`config.mk`:
```
export PLATFORM = sky130hd
export DESIGN_NAME = tbase_irq_gen
export DESIGN_NICKNAME = d
export VERILOG_FILES = /design/src/rtl/tbase_pkg.sv /design/src/rtl/tbase_prescaler.sv /design/src/rtl/tbase_divchain.sv /design/src/rtl/tbase_flag.sv /design/src/rtl/tbase_irq_gen.sv
export SDC_FILE = /design/constraint.sdc
export NUM_CORES = 1
export LEC_CHECK = 0
export ABC_AREA = 1
export BUFFER_PORTS_ARGS = -buffer_cell sky130_fd_sc_hd__buf_4
export CORE_ASPECT_RATIO = 1.1
export CORE_MARGIN = 2
export CORE_UTILIZATION = 60
export DETAILED_ROUTE_END_ITERATION = 7
export PLACE_DENSITY = 0.79
export SLEW_MARGIN = 5
export SYNTH_ARGS = -nofsm -noshare
export SYNTH_HDL_FRONTEND = slang
export SYNTH_SLANG_ARGS = --single-unit
```
`constraint.sdc`:
```
create_clock -name clk -period 3.2 [get_ports clk]
set_input_delay 0.32 -clock clk [delete_from_list [all_inputs] [get_ports clk]]
set_output_delay 0.32 -clock clk [all_outputs]
set_load 0.05 [all_outputs]
```
`src/rtl/tbase_pkg.sv`:
```
package tbase_pkg;

  localparam int TAP_IDX_W = 4;
  localparam int SEL_W     = 3;

  typedef enum logic [SEL_W-1:0] {
    RATE_32768 = 3'b000,
    RATE_8192  = 3'b001,
    RATE_2048  = 3'b010,
    RATE_128   = 3'b011,
    RATE_64    = 3'b100,
    RATE_32    = 3'b101,
    RATE_16    = 3'b110,
    RATE_8     = 3'b111
  } rate_sel_e;

  // Chain bit whose 0->1 transition marks an event: log2(ratio) - 1.
  function automatic logic [TAP_IDX_W-1:0] tap_index(input rate_sel_e sel);
    logic [TAP_IDX_W-1:0] idx;
    unique case (sel)
      RATE_32768: idx = 4'd14;
      RATE_8192:  idx = 4'd12;
      RATE_2048:  idx = 4'd10;
      RATE_128:   idx = 4'd6;
      RATE_64:    idx = 4'd5;
      RATE_32:    idx = 4'd4;
      RATE_16:    idx = 4'd3;
      default:    idx = 4'd2;
    endcase
    return idx;
  endfunction

endpackage

```
`src/rtl/tbase_prescaler.sv`:
```
module tbase_prescaler #(
  parameter int PRE_W = 7
) (
  input  logic clk,
  input  logic rst_n,
  input  logic run_en,
  input  logic adv,
  input  logic use_pre,
  output logic tick
);

  localparam logic [PRE_W-1:0] PRE_ONE = {{(PRE_W-1){1'b0}}, 1'b1};

  logic [PRE_W-1:0] pre_q;
  logic             pre_full;

  always_ff @(posedge clk or negedge rst_n) begin
    if (!rst_n) begin
      pre_q <= '0;
    end else if (!run_en || !use_pre) begin
      pre_q <= '0;
    end else if (adv) begin
      pre_q <= pre_q + PRE_ONE;
    end
  end

  assign pre_full = &pre_q;
  assign tick     = adv & (~use_pre | pre_full);

endmodule

```
`src/rtl/tbase_divchain.sv`:
```
module tbase_divchain
  import tbase_pkg::*;
#(
  parameter int CHAIN_W = 15
) (
  input  logic               clk,
  input  logic               rst_n,
  input  logic               run_en,
  input  logic               tick,
  input  logic [SEL_W-1:0]   rate_sel,
  output logic [CHAIN_W-1:0] chain_q,
  output logic               tap_event
);

  localparam logic [CHAIN_W-1:0] CH_ONE = {{(CHAIN_W-1){1'b0}}, 1'b1};

  logic [CHAIN_W-1:0]   rise;
  logic [TAP_IDX_W-1:0] idx;

  always_ff @(posedge clk or negedge rst_n) begin
    if (!rst_n) begin
      chain_q <= '0;
    end else if (!run_en) begin
      chain_q <= '0;
    end else if (tick) begin
      chain_q <= chain_q + CH_ONE;
    end
  end

  // Per-bit rising transition on the coming increment.
  generate
    for (genvar i = 0; i < CHAIN_W; i++) begin : g_rise
      if (i == 0) begin : g_lsb
        assign rise[i] = tick & ~chain_q[0];
      end else begin : g_upper
        assign rise[i] = tick & ~chain_q[i] & (&chain_q[i-1:0]);
      end
    end
  endgenerate

  assign idx       = tap_index(rate_sel_e'(rate_sel));
  assign tap_event = rise[idx];

endmodule

```
`src/rtl/tbase_flag.sv`:
```
module tbase_flag (
  input  logic clk,
  input  logic rst_n,
  input  logic set_evt,
  input  logic ack_wr,
  input  logic ack_val,
  input  logic irq_en,
  output logic flag_q,
  output logic irq
);

  logic clr_req;

  assign clr_req = ack_wr & ack_val;

  always_ff @(posedge clk or negedge rst_n) begin
    if (!rst_n) begin
      flag_q <= 1'b0;
    end else if (set_evt) begin
      flag_q <= 1'b1;
    end else if (clr_req) begin
      flag_q <= 1'b0;
    end
  end

  assign irq = flag_q & irq_en;

endmodule

```
`src/rtl/tbase_irq_gen.sv`:
```
module tbase_irq_gen
  import tbase_pkg::*;
#(
  parameter int CHAIN_W = 15,
  parameter int PRE_W   = 7
) (
  input  logic             clk,
  input  logic             rst_n,
  input  logic             pre128_strap,
  input  logic             run_en,
  input  logic [SEL_W-1:0] rate_sel,
  input  logic             irq_en,
  input  logic             ack_wr,
  input  logic             ack_val,
  input  logic             stop_req,
  input  logic             osc_in_stop,
  output logic             status_flag,
  output logic             irq_req
);

  logic               adv_w;
  logic               tick_w;
  logic               tap_event_w;
  logic [CHAIN_W-1:0] chain_q_w;

  // Counting is allowed when not stopped, or when the oscillator runs in stop.
  assign adv_w = run_en & (~stop_req | osc_in_stop);

  tbase_prescaler #(.PRE_W(PRE_W)) u_pre (
    .clk     (clk),
    .rst_n   (rst_n),
    .run_en  (run_en),
    .adv     (adv_w),
    .use_pre (pre128_strap),
    .tick    (tick_w)
  );

  tbase_divchain #(.CHAIN_W(CHAIN_W)) u_chain (
    .clk       (clk),
    .rst_n     (rst_n),
    .run_en    (run_en),
    .tick      (tick_w),
    .rate_sel  (rate_sel),
    .chain_q   (chain_q_w),
    .tap_event (tap_event_w)
  );

  tbase_flag u_flag (
    .clk     (clk),
    .rst_n   (rst_n),
    .set_evt (tap_event_w),
    .ack_wr  (ack_wr),
    .ack_val (ack_val),
    .irq_en  (irq_en),
    .flag_q  (status_flag),
    .irq     (irq_req)
  );

endmodule

```
After elaboration in Yosys (flattened, before gate mapping) --
Cells that the tools add are included.
Storage, ports and cells: input bits 12, bits in registers 23, logic and storage cells 94, output and inout port bits 2
Operators by class: muxes and demuxes 9, order comparisons 1, add/sub/neg operators 2, reductions and logical operators 20, bitwise logic cells 52, eq/ne operators 7
Operator list (number):
- 1-bit AND | 33
- 15-bit 2-to-1 mux | 2
- 4-bit case mux with 7 select lines | 1
- 1-bit NOT | 17
- 15-bit by 1-bit adder with 15-bit output (second input constant) | 1
- 7-bit 2-to-1 mux | 2
- 14-bit AND reduction | 1
- 7-bit AND reduction | 2
- 13-bit AND reduction | 1
- 12-bit AND reduction | 1
- 11-bit AND reduction | 1
- 10-bit AND reduction | 1
- 3-bit == test (second input constant) | 3
- 9-bit AND reduction | 1
- 8-bit AND reduction | 1
- 7-bit by 1-bit adder with 7-bit output (second input constant) | 1
- 3-bit by 2-bit == test with 1-bit output (second input constant) | 2
- 6-bit AND reduction | 1
- 4-bit by 5-bit < comparator with 1-bit output (second input constant) | 1
- 5-bit AND reduction | 1
- 1-bit binary-select mux with 4-bit select | 1
- 4-bit AND reduction | 1
- 2-bit nonzero test | 2
- 3-bit by 1-bit == test with 1-bit output (second input constant) | 1
- other kinds (8) | 12

Depth between registers and ports, before layout --
Gate-level depths: netlist (run 1).
depth after elaboration 9, gate-level depth with buffers 14, gate-level depth less buffers 14

By module --
A second synthesis (run 1) with hierarchy kept.
Second synthesis, totals: cells, all modules 205, area, all modules 1462.7 um^2
By module, submodules not included:
- tbase_divchain | instances 1, cells an instance 151, sequential area each 375.4 um^2, area each 1044.8 um^2
- tbase_prescaler | instances 1, cells an instance 44, sequential area each 175.2 um^2, area each 354.1 um^2
- tbase_flag | instances 1, cells an instance 7, sequential area each 25.0 um^2, area each 47.5 um^2
- tbase_irq_gen | instances 1, cells an instance 3, sequential area each 0.0 um^2, area each 16.3 um^2

Worst setup path after synthesis (run 1) --
No wires, ideal clock.
path kind register to register, start point reg u_chain.chain_q[0], end point reg u_flag.flag_q, slack 1.566 ns, buffers on the path 0, setup time 0.121 ns, data required time 3.079 ns, cell stages (with the launch flop) 15, arrival 1.513 ns, period minus slack after synthesis 1.634 ns, cells stage by stage dfrtp_1 ha_1 nand3_2 inv_1 ha_1 inv_1 nor2_1 nand2_1 o21ai_0 nand4_1 nand2_1 nand2_1 nand2_1 a21oi_1 nand2_1
On the way: word-level cells in the longest chain between the ends 5, elaborated cells between the ends (all ways) 33, classes of those cells mux (3); bitwise (16); reduce/logical (14)
Ends and longest elaborated chain:
- start: declaration | RTL line tbase_divchain.sv:11 | output logic [CHAIN_W-1:0] chain_q,
- start signal: assignment | RTL line tbase_divchain.sv:26 | chain_q <= chain_q + CH_ONE;
- 14-bit AND reduction (tied with other cells) | RTL line tbase_divchain.sv:36 | assign rise[i] = tick & ~chain_q[i] & (&chain_q[i-1:0]);
- 1-bit AND, on equally long branches | RTL line tbase_divchain.sv:36, tbase_divchain.sv:34
- 1-bit binary-select mux with 4-bit select (*) | RTL line tbase_divchain.sv:42 | assign tap_event = rise[idx];
- 1-bit 2-to-1 mux (not written as such) (*) | RTL line tbase_divchain.sv:42
- 1-bit 2-to-1 mux or 2-bit nonzero test (tied branches)
- end signal: assignment | RTL line tbase_flag.sv:18 | flag_q <= 1'b0;
- end signal: assignment | RTL line tbase_flag.sv:20 | flag_q <= 1'b1;
- end signal: assignment | RTL line tbase_flag.sv:22 | flag_q <= 1'b0;
- end: declaration | RTL line tbase_flag.sv:8 | output logic flag_q,
Mark *: on every way between the ends. The rest lies on a longest branch, timed or not. The select of a mux whose other input is x is not followed. A chain may end at the register's enable or synchronous reset.

Final worst setup path (run 1) --
Ends and elaborated chain as after synthesis.

==> impl_metrics.json, run 1 <==
{
  "outcome": "complete, no violations",
  "track_usage_pct": 23.95,
  "clock-sinks": 23,
  "clkPwrFrac_pct": 24.7,
  "grt_pass1_wl_um": 5416,
  "cts_buffer_depth": 2,
  "dieWidth_um": 52.11,
  "grt_max_degree": 24,
  "crit_cells": 14,
  "yosys_warnings": 0,
  "cellPowerDensity_nw_per_um2": 319.4,
  "drc": 0,
  "p_int_uw": 384.3,
  "crit_chain": "ha_1 -> nand3_2 -> inv_1 -> ha_1 -> inv_1 -> nor2_1 -> nand2_1 -> o21ai_0 -> nand4_1 -> nand2_1 -> nand2_1 -> nand2_1 -> a21oi_1 -> nand2_1",
  "crit_path_max_fanout": 6,
  "layout-drive-gt1-share_pct": 13.54,
  "cts-buffers-inserted": 3,
  "antenna_found_initial": 0,
  "seq_area_frac_synth_pct": 37.67,
  "synth_cell_type_count": 29,
  "vias": 1373,
  "syn_to_final_growth_pct": 10.07,
  "p_leak_uw": 0.0007966,
  "port_buffers": 13,
  "setup_tns_ns": 0,
  "clockRootBuffer": "clkbuf_4",
  "finalMaxSlewViolations": 0,
  "hold_violations": 0,
  "comb_power_share_pct": 16.7,
  "async_flop_share_pct": 100.0,
  "tritoncts": "built",
  "io_pins": 14,
  "drt_iter0_markers": 50,
  "start_kind": "register",
  "r2r_slack_ns": 1.41,
  "worstPathRequired_ns": 3.41,
  "min_to": "u_chain.chain_q[11]$_DFFE_PN0P_",
  "start_util_pct": 62.39,
  "reg2reg_depth": 14,
  "nets": 247,
  "p_sw_uw": 152.9,
  "path_common_cell": "nand2_1",
  "synth_cells": 213,
  "tightest_slew_ns": 0.4330,
  "cts_resized": 0,
  "synthTopCellsByCount": "nand2_1 (45), inv_1 (33), nor2_1 (26)",
  "h-tree-depth": 1,
  "p_seq_share_pct": 58.6,
  "ys_ff_latch": 23,
  "netlist_area_um2": 1528,
  "dr.pass1.iters": 4,
  "whs_path_depth": 3,
  "critPathKind": "reg -> reg",
  "wire_per_inst_um": 11.56,
  "hold_path_class": "in -> reg",
  "hpwl_um": 2369,
  "synth_edf_count": 0,
  "peakVddDrop_mv": 0.3633,
  "cts_setup_buffers": 0,
  "row_count": 19,
  "synthFlopType": "dfrtp_1",
  "vias_per_cell": 5.281,
  "hold_slack_ns": 0.2845,
  "skew_ns": 0.001706,
  "gp_congestion": 0.8565,
  "die_h_um": 56.92,
  "synth_top_cell_area_share_pct": 37.67,
  "clkTransAtPathRegs_ns": 0.12,
  "cts-hold-fix-buffers": 1,
  "rsz0062_at_grt": "no",
  "design_area_um2": 1682,
  "critPathMaxStageDelay_ns": 0.45,
  "die_area_um2": 2966,
  "arrival_ns": 2.01,
  "switching_share_pct": 28.47,
  "synth_most_common_cell": "nand2_1",
  "period_share_pct": 56.06,
  "insertion_delay_ns": 0.31,
  "setup_violations": 0,
  "period_needed_ns": 1.794,
  "ant_nets": 0,
  "worst_setup_path_end_kind": "register",
  "fmax_mhz": 557.4,
  "rr_startpoint": "u_chain.chain_q[0]$_DFFE_PN0P_",
  "grt_pass1_vias": 1348,
  "yosysTopAreaCell": "dfrtp_1",
  "cpMaxStageDelayCell": "dfrtp_1",
  "min_from": "run_en",
  "synth_nets": 230,
  "dpl_cell_area_um2": 1645,
  "worst-path-buf-inv": 2,
  "path_delay_family": "simple AND/OR/NAND/NOR gates",
  "synth_area_leaders": "dfrtp_1 (38%), nand2_1 (11%), inv_1 (8.1%)",
  "postSynthAreaPerCell_um2": 7.172,
  "r2r-end": "u_flag.flag_q$_DFFE_PN0P_",
  "n_antenna_cell": 0,
  "max-cap-violations": 0,
  "grt_overflow": 0,
  "core_um2": 2449,
  "drt-total-wl_um": 3005,
  "relSlewSlack_pct": 71.03
}
## tightest hold or removal path: stages
cell and delay [ns]:
buf_4 0.15, nand2_1 0.07, nor2_1 0.03
## through the flow
step                      total power, uW  worst slack [ns]  instances  util (%)
after floorplan                     377.4             1.566        213         -
after global placement              405.9             1.494        255     67.19
after detailed placement            409.7             1.421        255     67.19
after CTS                           544.0             1.400        260     68.68
after global routing                568.9             1.233        260     68.68
final                               537.2             1.406        260     68.68
## per-layer routing
layer	GRT usage [%]	part of all wire (%)	vias up
li1	-	-	719
met1	29.86	42	625
met2	40.51	52	22
met3	3.457	3.2	7
met4	10.53	2.0	0
met5	0	0	-
## cells in the final DEF, fill, tap and decap left out, types with 2 or more instances in the layout
cell / instances
inv_1: 33
xor2_1: 2
ha_1: 5
nand2_1: 45
nor3_1: 2
dfrtp_1: 23
nor2_1: 26
nand4_1: 4
clkbuf_4: 3
a21oi_1: 14
o21ai_1: 3
nand3_1: 16
nand2_2: 5
nand3_2: 3
inv_2: 2
buf_4: 13
o21ai_0: 16
## power by group through the flow
stage | sequential (uW) | clock (uW) | combinational (uW)
4_1_cts | 315 | 139 | 90.6
5_1_grt | 317 | 149 | 103
3_5_place_dp | 320 | 0 | 89.3
2_1_floorplan | 322 | 0 | 55.2
6_report | 315 | 132 | 89.9
3_3_place_gp | 319 | 0 | 86.9
## worst max-delay path by stage
stage,to,start
6_report,u_flag.flag_q$_DFFE_PN0P_,u_chain.chain_q[0]$_DFFE_PN0P_
5_1_grt,u_flag.flag_q$_DFFE_PN0P_,u_chain.chain_q[0]$_DFFE_PN0P_
4_1_cts,u_flag.flag_q$_DFFE_PN0P_,u_chain.chain_q[0]$_DFFE_PN0P_
3_5_place_dp,u_flag.flag_q$_DFFE_PN0P_,u_chain.chain_q[0]$_DFFE_PN0P_
3_3_place_gp,u_flag.flag_q$_DFFE_PN0P_,u_chain.chain_q[0]$_DFFE_PN0P_
2_1_floorplan,u_flag.flag_q$_DFFE_PN0P_,u_chain.chain_q[0]$_DFFE_PN0P_
## flip-flops by register name (all words and copies together), names as in the netlist
signal and count:
u_flag.flag_q 1, u_pre.pre_q 7, u_chain.chain_q 15
## layout make-up
| cell class | instances | area [um^2] |
|---|---|---|
| flip-flops and latches | 23 | 575.6 |
| clock buffers | 4 | 26.28 |
| inverters | 35 | 131.4 |
| well taps | 31 | 38.79 |
| fillers | 219 | 767.0 |
| multi-input cells | 153 | 802.0 |
| repair buffers | 14 | 107.6 |
## kinds of logic after synthesis
kind of cell,Yosys count,share of synthesized area (%)
flip-flops,23,37.67
XOR/XNOR,2,1.147
adder cells (fa/ha/maj),5,4.095
buffers and inverters,37,9.828
AO/OA/AOI/OAI,41,15.40
AND/OR/NAND/NOR,105,31.86
Note: power is estimated with default switching activity, not from simulation.
==> run 2: changes to the inputs <==
--- a/config.mk
+++ b/config.mk
@@ -5,13 +5,13 @@
 export SDC_FILE = /design/constraint.sdc
 export NUM_CORES = 1
 export LEC_CHECK = 0
-export ABC_AREA = 1
+export ABC_AREA = 0
 export BUFFER_PORTS_ARGS = -buffer_cell sky130_fd_sc_hd__buf_4
 export CORE_ASPECT_RATIO = 1.1
 export CORE_MARGIN = 2
-export CORE_UTILIZATION = 60
+export CORE_UTILIZATION = 57
 export DETAILED_ROUTE_END_ITERATION = 7
-export PLACE_DENSITY = 0.79
+export PLACE_DENSITY = 0.77
 export SLEW_MARGIN = 5
 export SYNTH_ARGS = -nofsm -noshare
 export SYNTH_HDL_FRONTEND = slang
==> constraint.sdc (replaced) <==
create_clock -name clk -period 1.7 [get_ports clk]
set_input_delay 0.17 -clock clk [delete_from_list [all_inputs] [get_ports clk]]
set_output_delay 0.17 -clock clk [all_outputs]
set_load 0.05 [all_outputs]
==> run 2 against run 1 <==
The run now ends with negative setup slack left. Critical path depth decreased by 6. Critical path type unchanged. Fmax increased by 5.5%. Sequential share of layout area increased by 0.85 points. Clock power increased by 90%. Wire length decreased by 6.2%.
==> impl_metrics.json, run 2 <==
{
  "worstPathRequired_ns": 1.93,
  "peakVddDrop_mv": 0.7142,
  "synth_area_leaders": "dfrtp_1 (44%), xor2_1 (8.6%), nor2_1 (5.7%)",
  "synth_cell_type_count": 34,
  "dpl_cell_area_um2": 1515,
  "period_share_pct": 100.0,
  "outcome": "finished with violations",
  "mostFrequentLayoutCells": "buf_4 (26), dfrtp_1 (21), nor2_1 (20), nand2_1 (15), xor2_1 (13)",
  "layout-drive-gt1-share_pct": 28.74,
  "instances_no_fill": 197,
  "nets": 185,
  "whs_path_depth": 3,
  "synth_nets": 156,
  "setup_tns_ns": -0.00006661,
  "h-tree-depth": 1,
  "drt-total-wl_um": 2819,
  "r2r-end": "u_flag.flag_q$_DFFE_PN0P_",
  "synth_cells": 139,
  "track_usage_pct": 22.11,
  "p_int_uw": 707.0,
  "tightest_slew_ns": 0.2987,
  "critPathKind": "reg -> reg",
  "hold_path_class": "in -> reg",
  "top_register": "u_chain.chain_q",
  "yosys_warnings": 0,
  "design_area_um2": 1648,
  "skew_ns": 0.01194,
  "p_seq_share_pct": 59.0,
  "rr_startpoint": "u_chain.chain_q[1]$_DFFE_PN0P_",
  "crit_path_max_fanout": 2,
  "power.total_uw": 952.3,
  "arrival_ns": 1.93,
  "postSynthAreaPerCell_um2": 9.488,
  "min_to": "u_flag.flag_q$_DFFE_PN0P_",
  "min_from": "ack_val",
  "async_flop_share_pct": 100.0,
  "fmax_mhz": 588.2,
  "gp_congestion": 0.8372,
  "grt_overflow": 0,
  "synth_top_cell_area_share_pct": 43.64,
  "synth_edf_count": 0,
  "synthTopCellsByCount": "dfrtp_1 (23), nor2_1 (20), nand2_1 (15)",
  "tritoncts": "built",
  "dr.pass1.iters": 4,
  "yosysTopAreaCell": "dfrtp_1",
  "worst_setup_path_end_kind": "register",
  "die_h_um": 54.45,
  "rsz0062_at_grt": "yes",
  "setup_violations": 1,
  "drc": 0,
  "grt_pass1_wl_um": 4471,
  "syn_to_final_growth_pct": 24.95,
  "start_util_pct": 59.15,
  "relSlewSlack_pct": 80.09,
  "insertion_delay_ns": 0.32,
  "ant_nets": 0,
  "vias": 1130,
  "hold_violations": 0,
  "violations": "negative setup slack",
  "final_common_cell": "buf_4",
  "clock-sinks": 23,
  "die_area_um2": 2715,
  "dieWidth_um": 49.86,
  "cts-buffers-inserted": 3,
  "period_needed_ns": 1.700,
  "largest_register_ffs": 15,
  "clockRootBuffer": "clkbuf_4",
  "postLayoutCoreUtil_pct": 73.91,
  "hpwl_um": 1972,
  "clkPwrFrac_pct": 26.4,
  "max-cap-violations": 0,
  "seq_area_frac_synth_pct": 43.64,
  "synth_most_common_cell": "dfrtp_1",
  "p_sw_uw": 245.3,
  "netlist_area_um2": 1319,
  "wire_per_inst_um": 14.31,
  "start_kind": "register",
  "reg2reg_depth": 8,
  "grt_max_degree": 24,
  "clkTransAtPathRegs_ns": 0.12,
  "fin_ws_ns": -0.00006661,
  "grt_pass1_vias": 1100,
  "biggestRegsByFlops": "u_chain.chain_q x15, u_pre.pre_q x7, u_flag.flag_q x1",
  "antenna_found_initial": 0,
  "cellPowerDensity_nw_per_um2": 577.9,
  "p_leak_uw": 0.0007153,
  "finalMaxSlewViolations": 0,
  "r2r_slack_ns": -0.00007,
  "core_um2": 2230,
  "row_count": 18,
  "post-place-cells": 188,
  "switching_share_pct": 25.76,
  "cts_buffer_depth": 2,
  "io_pins": 14,
  "n_antenna_cell": 0,
  "vias_per_cell": 5.736,
  "comb_power_share_pct": 14.6,
  "synthFlopType": "dfrtp_1",
  "ys_ff_latch": 23,
  "drt_iter0_markers": 17,
  "port_buffers": 13
}
-- run 2: cell count changes in the layout (fill, tap and decap cells not counted), sizes merged, moves of 6 or more --
cell,delta
o21ai,-14
buf,+14
nand2,-35
a21oi,-6
nor2,-7
nand3,-15
xor2,+11
o2111ai,+7
inv,-32
-- run 2: worst max-delay path, cell delays in order, from the launching register on --
cell	delay, ns
dfrtp_1	0.40
ha_2	0.20
nand3_2	0.07
inv_2	0.05
ha_4	0.14
nor4bb_4	0.14
a2111oi_2	0.28
o31ai_1	0.11
a32o_1	0.23
-- run 2: routing by layer --
layer | routed length (um) | up-vias | GRT usage [%]
li1 | - | 553 | -
met4 | 69 | 0 | 10.65
met2 | 1458 | 25 | 42.89
met5 | 0 | - | 0
met1 | 1199 | 545 | 23.64
met3 | 92 | 7 | 3.825
-- run 2: cell families after synthesis --
group | share of synthesized area [%]
and+or+nand+nor | 24.86
AOI/OAI and AO/OA | 13.66
DFF | 43.64
xor gates and xnor gates | 10.63
buffers and inverters | 2.467
adders and majority gates | 4.744
-- run 2: power by group through the flow --
| stage | Sequential (uW) | Combinational (uW) | Clock [uW] |
|---|---|---|---|
| finish | 562 | 139 | 251 |
| global route | 563 | 154 | 271 |
| CTS | 563 | 131 | 257 |
| detailed placement | 573 | 128 | 0 |
| global placement | 572 | 125 | 0 |
| floorplan | 584 | 50.9 | 0 |
-- run 2: per-stage QoR --
stage                     setup WS [ns]  hold slack, ns
final                       -0.00006661          0.1393
after global routing           -0.07584          0.1519
after CTS                      -0.04349          0.1372
after detailed placement        -0.1214         0.07830
after global placement         -0.09726         0.07952
after floorplan                -0.07814         -0.1256
-- run 2: repair_timing --
item / in CTS / in global routing
setup buffers: 1 / 2
endpoints found under the hold margin: 23 / 0
hold buffers: 1 / 0
pin swaps: 5 / 6
setup endpoints to repair: 1 / 12
cloned: 0 / 1
gates resized for setup: 1 / 17
-- run 2: layout make-up --
| class | instances | area [um^2] |
|---|---|---|
| fillers | 169 | 581.8 |
| well taps | 30 | 37.54 |
| clock buffers | 4 | 26.28 |
| flip-flops and latches | 23 | 578.1 |
| inverters | 3 | 11.26 |
| repair buffers | 28 | 216.5 |
| multi-input cells | 109 | 778.2 |
-- run 2: worst max-delay path by stage --
| stage | cells after the start | start | endpoint | slack, ns |
|---|---|---|---|---|
| final | 8 | u_chain.chain_q[1]$_DFFE_PN0P_ | u_flag.flag_q$_DFFE_PN0P_ | -0.00007 |
| after global placement | 8 | u_chain.chain_q[1]$_DFFE_PN0P_ | u_flag.flag_q$_DFFE_PN0P_ | -0.1 |
| after floorplan | 8 | u_chain.chain_q[1]$_DFFE_PN0P_ | u_flag.flag_q$_DFFE_PN0P_ | -0.08 |
| after CTS | 8 | u_chain.chain_q[0]$_DFFE_PN0P_ | u_flag.flag_q$_DFFE_PN0P_ | -0.04 |
| after global routing | 8 | u_chain.chain_q[1]$_DFFE_PN0P_ | u_flag.flag_q$_DFFE_PN0P_ | -0.08 |
| after detailed placement | 8 | u_chain.chain_q[1]$_DFFE_PN0P_ | u_flag.flag_q$_DFFE_PN0P_ | -0.12 |
